$ cat config.mk
export PLATFORM = sky130hd
export DESIGN_NAME = burst_sram
export DESIGN_NICKNAME = d
export VERILOG_FILES = /design/src/rtl/burst_sram.sv
export SDC_FILE = /design/constraint.sdc
export NUM_CORES = 2
export LEC_CHECK = 0
export CAP_MARGIN = 5
export CELL_PAD_IN_SITES_DETAIL_PLACEMENT = 2
export CELL_PAD_IN_SITES_GLOBAL_PLACEMENT = 2
export CORE_ASPECT_RATIO = 0.75
export CORE_UTILIZATION = 40
export CTS_BUF_LIST = sky130_fd_sc_hd__clkbuf_8
export DETAILED_ROUTE_END_ITERATION = 10
export GPL_ROUTABILITY_DRIVEN = 0
export HOLD_SLACK_MARGIN = 0.08
export MAX_ROUTING_LAYER = met4
export PLACE_DENSITY = 0.68
export REMOVE_ABC_BUFFERS = 1
export SLEW_MARGIN = 0
export SYNTH_ARGS = -nofsm -noshare
export SYNTH_HDL_FRONTEND = slang
export SYNTH_SLANG_ARGS = --single-unit
$ cat constraint.sdc
create_clock -name clk -period 7.33 [get_ports clk]
set_input_delay 1.0995 -clock clk [delete_from_list [all_inputs] [get_ports clk]]
set_output_delay 1.0995 -clock clk [all_outputs]
set_load 0.005 [all_outputs]
$ cat src/rtl/burst_sram.sv
module burst_sram #(
  parameter int AW = 6,
  parameter int DW = 32,
  localparam int NB = DW / 8,
  localparam int DEPTH = 1 << AW
) (
  input  logic          clk,
  input  logic          rst_n,
  input  logic [AW-1:0] addr,
  input  logic [DW-1:0] wdata,
  input  logic          ce_a_n,
  input  logic          ce_b_n,
  input  logic          ce_c_n,
  input  logic          adsp_n,
  input  logic          adsc_n,
  input  logic          adv_n,
  input  logic          gw_n,
  input  logic          bwe_n,
  input  logic [NB-1:0] bw_n,
  input  logic          mode,
  input  logic          oe_n,
  output logic [DW-1:0] rdata,
  output logic          rdata_en
);

  logic [DW-1:0] mem [DEPTH];

  logic [AW-1:0] base;
  logic [1:0]    cnt;
  logic          act;

  logic [AW-1:0] a1;
  logic          v1;
  logic [NB-1:0] we1;
  logic [DW-1:0] d1;

  logic [DW-1:0] q;
  logic          vq;

  logic          sel, load, acc_v;
  logic [1:0]    cnt_nx, lo;
  logic [AW-1:0] acc_addr;
  logic [NB-1:0] we_now;

  assign sel      = !ce_a_n && !ce_b_n && !ce_c_n;
  assign load     = !adsc_n || (!adsp_n && sel);
  assign cnt_nx   = (!load && !adv_n) ? cnt + 2'd1 : cnt;
  assign lo       = mode ? (base[1:0] ^ cnt_nx) : (base[1:0] + cnt_nx);
  assign acc_addr = load ? addr : {base[AW-1:2], lo};
  assign acc_v    = load ? sel : act;
  assign we_now   = !gw_n ? '1 : (!bwe_n ? ~bw_n : '0);

  always_ff @(posedge clk or negedge rst_n) begin
    if (!rst_n) begin
      base <= '0;
      cnt  <= '0;
      act  <= 1'b0;
      a1   <= '0;
      v1   <= 1'b0;
      we1  <= '0;
      d1   <= '0;
      vq   <= 1'b0;
      q    <= '0;
    end else begin
      if (load) begin
        base <= addr;
        cnt  <= '0;
        act  <= sel;
      end else begin
        cnt  <= cnt_nx;
      end
      a1  <= acc_addr;
      v1  <= acc_v;
      we1 <= we_now;
      d1  <= wdata;
      vq  <= v1 && (we1 == '0);
      if (v1 && (we1 == '0)) q <= mem[a1];
    end
  end

  always_ff @(posedge clk) begin
    for (int b = 0; b < NB; b++)
      if (v1 && we1[b]) mem[a1][b*8 +: 8] <= d1[b*8 +: 8];
  end

  assign rdata_en = vq && !oe_n;
  assign rdata    = rdata_en ? q : '0;

  assert_read_latency_R2: assert property (@(posedge clk) disable iff (!rst_n)
    (!adsc_n && sel && gw_n && bwe_n) |=> ##1 vq);

  assert_suspend_hold_R5: assert property (@(posedge clk) disable iff (!rst_n)
    (act && adsc_n && adsp_n && adv_n && $stable(mode)) |=> $stable(a1));

  assert_write_no_drive_R6: assert property (@(posedge clk) disable iff (!rst_n)
    (!gw_n && acc_v) |=> ##1 !vq);

  assert_adsp_ignored_R8: assert property (@(posedge clk) disable iff (!rst_n)
    (adsc_n && !adsp_n && !sel) |=> $stable(base));

  assert_deselect_release_R9: assert property (@(posedge clk) disable iff (!rst_n)
    (!adsc_n && !sel) |=> ##1 !vq);

endmodule

==> results.rst <==
.. list-table::
   :header-rows: 1

   * - Metric
     - Value
   * - Result of the run
     - completed
   * - GR Util met2
     - 0.451
   * - Count of nets after finishing
     - 4843
   * - DIE HEIGHT
     - 395 µm
   * - Crit path buffers/inverters
     - 0
   * - Remaining global-route overflow
     - 0
   * - Number of sinks on the clock net
     - 2132
   * - Clock transition time at the flip-flop clock pins of the worst setup and hold paths
     - 0.06 ns
   * - Iter 0 DRT Violations
     - 6650
   * - Vias in the first global route
     - 51513
   * - Clock network latency to the later pin of the worst-skew pair
     - 0.98 ns
   * - First-pass GRT wire length
     - 422000 µm
   * - Crit Path Class
     - flip-flop to flip-flop
   * - # DRC
     - 0
   * - Int Power
     - 19.1 mW
   * - Final routed wirelength across all metal layers
     - 305000 µm
   * - Category of the worst setup path capture point
     - flip-flop
   * - Clock tree from TritonCTS
     - yes
   * - Post-synth EDFFs
     - 2048
   * - Sequence of cells on the critical path
     - nand2b_1 -> nor2_1 -> nand2_1 -> nor2_1
   * - Core ar.
     - 204000 µm²
   * - Htree depth
     - 5
   * - Unrepaired setup endpoints after global routing
     - no
   * - Area grow syn2layout
     - 12.1%
   * - Pin count of the biggest net entering global routing
     - 108
   * - Leakage
     - 29.3 nW
   * - Clock Tree Buf Depth
     - 4
   * - Warnings, synthesis
     - 0
   * - Number of register bits inferred by synthesis
     - 2132
   * - Post-synth top flop
     - sky130_fd_sc_hd__edfxtp_1
   * - Power density relative to cell area
     - 286 nW/µm²
   * - Post-layout min period
     - 4.78 ns
   * - Cells taking the most area after synthesis
     - sky130_fd_sc_hd__edfxtp_1 75%, sky130_fd_sc_hd__mux4_2 3.9%, sky130_fd_sc_hd__mux2i_1 2.6%
   * - Peak clock frequency supported by timing
     - 0.209 GHz
   * - Full die area
     - 208000 µm²
   * - Slew margin rel.
     - 0.104
   * - Placement row count
     - 143
   * - Gate count after technology mapping
     - 4560
   * - Synthesized area
     - 82400 µm²
   * - Total of max-cap violations
     - 0
   * - Type of origin of the critical path
     - flip-flop
   * - Critical path fanouts, max
     - 38
   * - Switching share of power
     - 0.277
   * - Post-detailed-route via-to-cell ratio
     - 6.39
   * - Hold/Removal Path Class
     - input port to asynchronous set/reset pin
   * - Cts bufs inserted
     - 337
   * - Top-Level Pins
     - 87
   * - Peak VDD IR
     - 0.000163 V
   * - Sum of negative setup slack
     - 0 ns
   * - Fin crit share
     - 0.653
   * - Leading cell type by number of instances after synthesis
     - sky130_fd_sc_hd__edfxtp_1
   * - Share of synthesized flip-flops with an asynchronous set or reset
     - 0.0394
   * - Share of total power in the clock network
     - 0.367
   * - Post CTS Setup Buffer Count
     - 0
   * - Horiz. Die Dim
     - 526 µm
   * - M1 GR Usage
     - 0.407
   * - NetSw
     - 7.30 mW
   * - Avg Inst Size Synth
     - 18.1 µm²
   * - Post-cts hold buffer count
     - 0
   * - Global Route met3 Usage
     - 0.0629
   * - Delay of the slowest cell on the worst path
     - 1.18 ns
   * - Most common cell on crit path
     - sky130_fd_sc_hd__nor2_1
   * - Routed WL per cell
     - 39.4 µm
   * - Share of power burned in combinational logic
     - 0.119
   * - CTS Root Buffer Type
     - sky130_fd_sc_hd__clkbuf_8
   * - HPWL after DPL
     - 181000 µm
   * - Antenna violations before repair
     - 14
   * - Final max-slew violation count
     - 0
   * - CP delay by family, top
     - simple AND/OR/NAND/NOR gates
   * - Via count
     - 49379
   * - Critical path data required time
     - 7.88 ns
   * - Tightest hold margin
     - 0.172 ns
   * - Data arrival time at the worst-slack endpoint
     - 5.33 ns
   * - Effective utilization at floorplan
     - 0.405
   * - Final hold violation count
     - 0
   * - Remaining number of nets flagged by the antenna check after routing
     - 0
   * - Layout Skew
     - 0.0625 ns
   * - Worst Tran Pin Value
     - 1.34 ns
   * - Part of the Yosys area used for sequential elements
     - 0.772
   * - Number of iterations in the first detailed-routing pass
     - 5
   * - CP max stage cell
     - sky130_fd_sc_hd__nor2_1
   * - Overall power of the completed layout
     - 26.4 mW
   * - Count of buffers inserted at the top-level ports
     - 86
   * - Number of library cell types mapped by synthesis
     - 65
   * - Share of final-layout standard cells stronger than drive strength 1
     - 0.188
   * - Overall routing resource usage
     - 0.298
   * - Sequential cell fraction of total power
     - 0.513
   * - Most Used Layer, Global Route
     - met2
   * - Number of endpoints failing setup at the final stage
     - 0
   * - Yosys top cell area share
     - 0.746
   * - Cells resized by post-CTS repair
     - 0
   * - Most area-hungry cell type in the Yosys netlist
     - sky130_fd_sc_hd__edfxtp_1
   * - Most used standard cells in the synthesized netlist
     - 2048 x sky130_fd_sc_hd__edfxtp_1, 342 x sky130_fd_sc_hd__nor2_1, 215 x sky130_fd_sc_hd__mux2i_1
## cells in the final DEF (no fill, tap or decap), types with 49 or more instances in the layout
cell / count
sky130_fd_sc_hd__a22oi_1: 155
sky130_fd_sc_hd__a21oi_1: 107
sky130_fd_sc_hd__mux2_2: 181
sky130_fd_sc_hd__a221oi_1: 212
sky130_fd_sc_hd__clkbuf_8: 368
sky130_fd_sc_hd__nor2_1: 334
sky130_fd_sc_hd__o22ai_1: 122
sky130_fd_sc_hd__dfrtp_1: 49
sky130_fd_sc_hd__edfxtp_1: 2048
sky130_fd_sc_hd__o21ai_0: 102
sky130_fd_sc_hd__clkdlybuf4s50_1: 85
sky130_fd_sc_hd__mux4_2: 144
sky130_fd_sc_hd__buf_4: 112
sky130_fd_sc_hd__nand2_1: 132
sky130_fd_sc_hd__clkinv_1: 51
sky130_fd_sc_hd__inv_1: 131
sky130_fd_sc_hd__mux2i_1: 215
## worst paths after layout
kind / slack (ns) / end / start / cells after the start
min in group clk: 0.50 / base[3] / base[3] / 1
worst max-delay path: 2.55 / mem[42][0] / a1[1] / 4
worst max register to register: 2.55 / mem[42][0] / a1[1] / 4
max in group asynchronous: 5.70 / d1[4] / rst_n / 2
worst min register to register: 0.50 / base[3] / base[3] / 1
worst min-delay path: 0.17 / d1[29] / rst_n / 1
## stage by stage
| stage | util | std cells | worst slack, ns | instance area, µm² |
|---|---|---|---|---|
| 3_3_place_gp | 0.424 | 7129 | 2.84 | 86200 |
| 2_1_floorplan | - | 4238 | -10.31 | 80700 |
| 5_1_grt | 0.454 | 7726 | 2.63 | 92400 |
| 3_5_place_dp | 0.424 | 7130 | 2.76 | 86300 |
| 6_report | 0.454 | 7733 | 2.55 | 92400 |
| 4_1_cts | 0.454 | 7718 | 2.76 | 92300 |
## metal layers
metal,share of wire,up-vias
met2,0.46,2895
met1,0.42,26807
li1,-,19148
met4,0.029,0
met5,0,-
met3,0.095,529
## sequential cells by signal (all words and copies together), names as in the netlist
name,cells
d1,32
mem,2048
v1,1
we1,4
cnt,2
base,6
vq,1
a1,6
q,32
## cell type report
class	count	area (µm²)
clock buffers	368	5060
flip-flops and latches	2132	63700
well taps	2682	3360
repair buffers	211	1960
fillers	18743	111000
multi-input cells	2099	17300
clock inverters	220	1020
diodes	14	35.0
inverters	7	36.3
## power groups by stage
| stage | logic [mW] | registers, mW | clock network [mW] |
|---|---|---|---|
| 2_1_floorplan | 1.79 | 14.0 | 0 |
| 4_1_cts | 3.10 | 13.5 | 9.78 |
| 6_report | 3.15 | 13.5 | 9.70 |
| 3_5_place_dp | 3.08 | 13.8 | 0 |
| 3_3_place_gp | 2.99 | 13.8 | 0 |
| 5_1_grt | 3.20 | 13.5 | 10.3 |
## cells by family (layout without fill, tap and decap cells)
family / count (synthesis) / in the layout / share of synthesized area
DFF: 2132 / 2132 / 0.772
AOI/OAI and AO/OA: 948 / 948 / 0.0847
and+or+nand+nor: 602 / 602 / 0.0314
muxes: 544 / 544 / 0.0908
buffers and inverters: 329 / 806 / 0.0205
xor gates and xnor gates: 4 / 4 / 0.000425
adders and majority gates: 1 / 1 / 0.000152
other: 0 / 14 / 0
No activity file was read; power rests on OpenSTA's default activity.
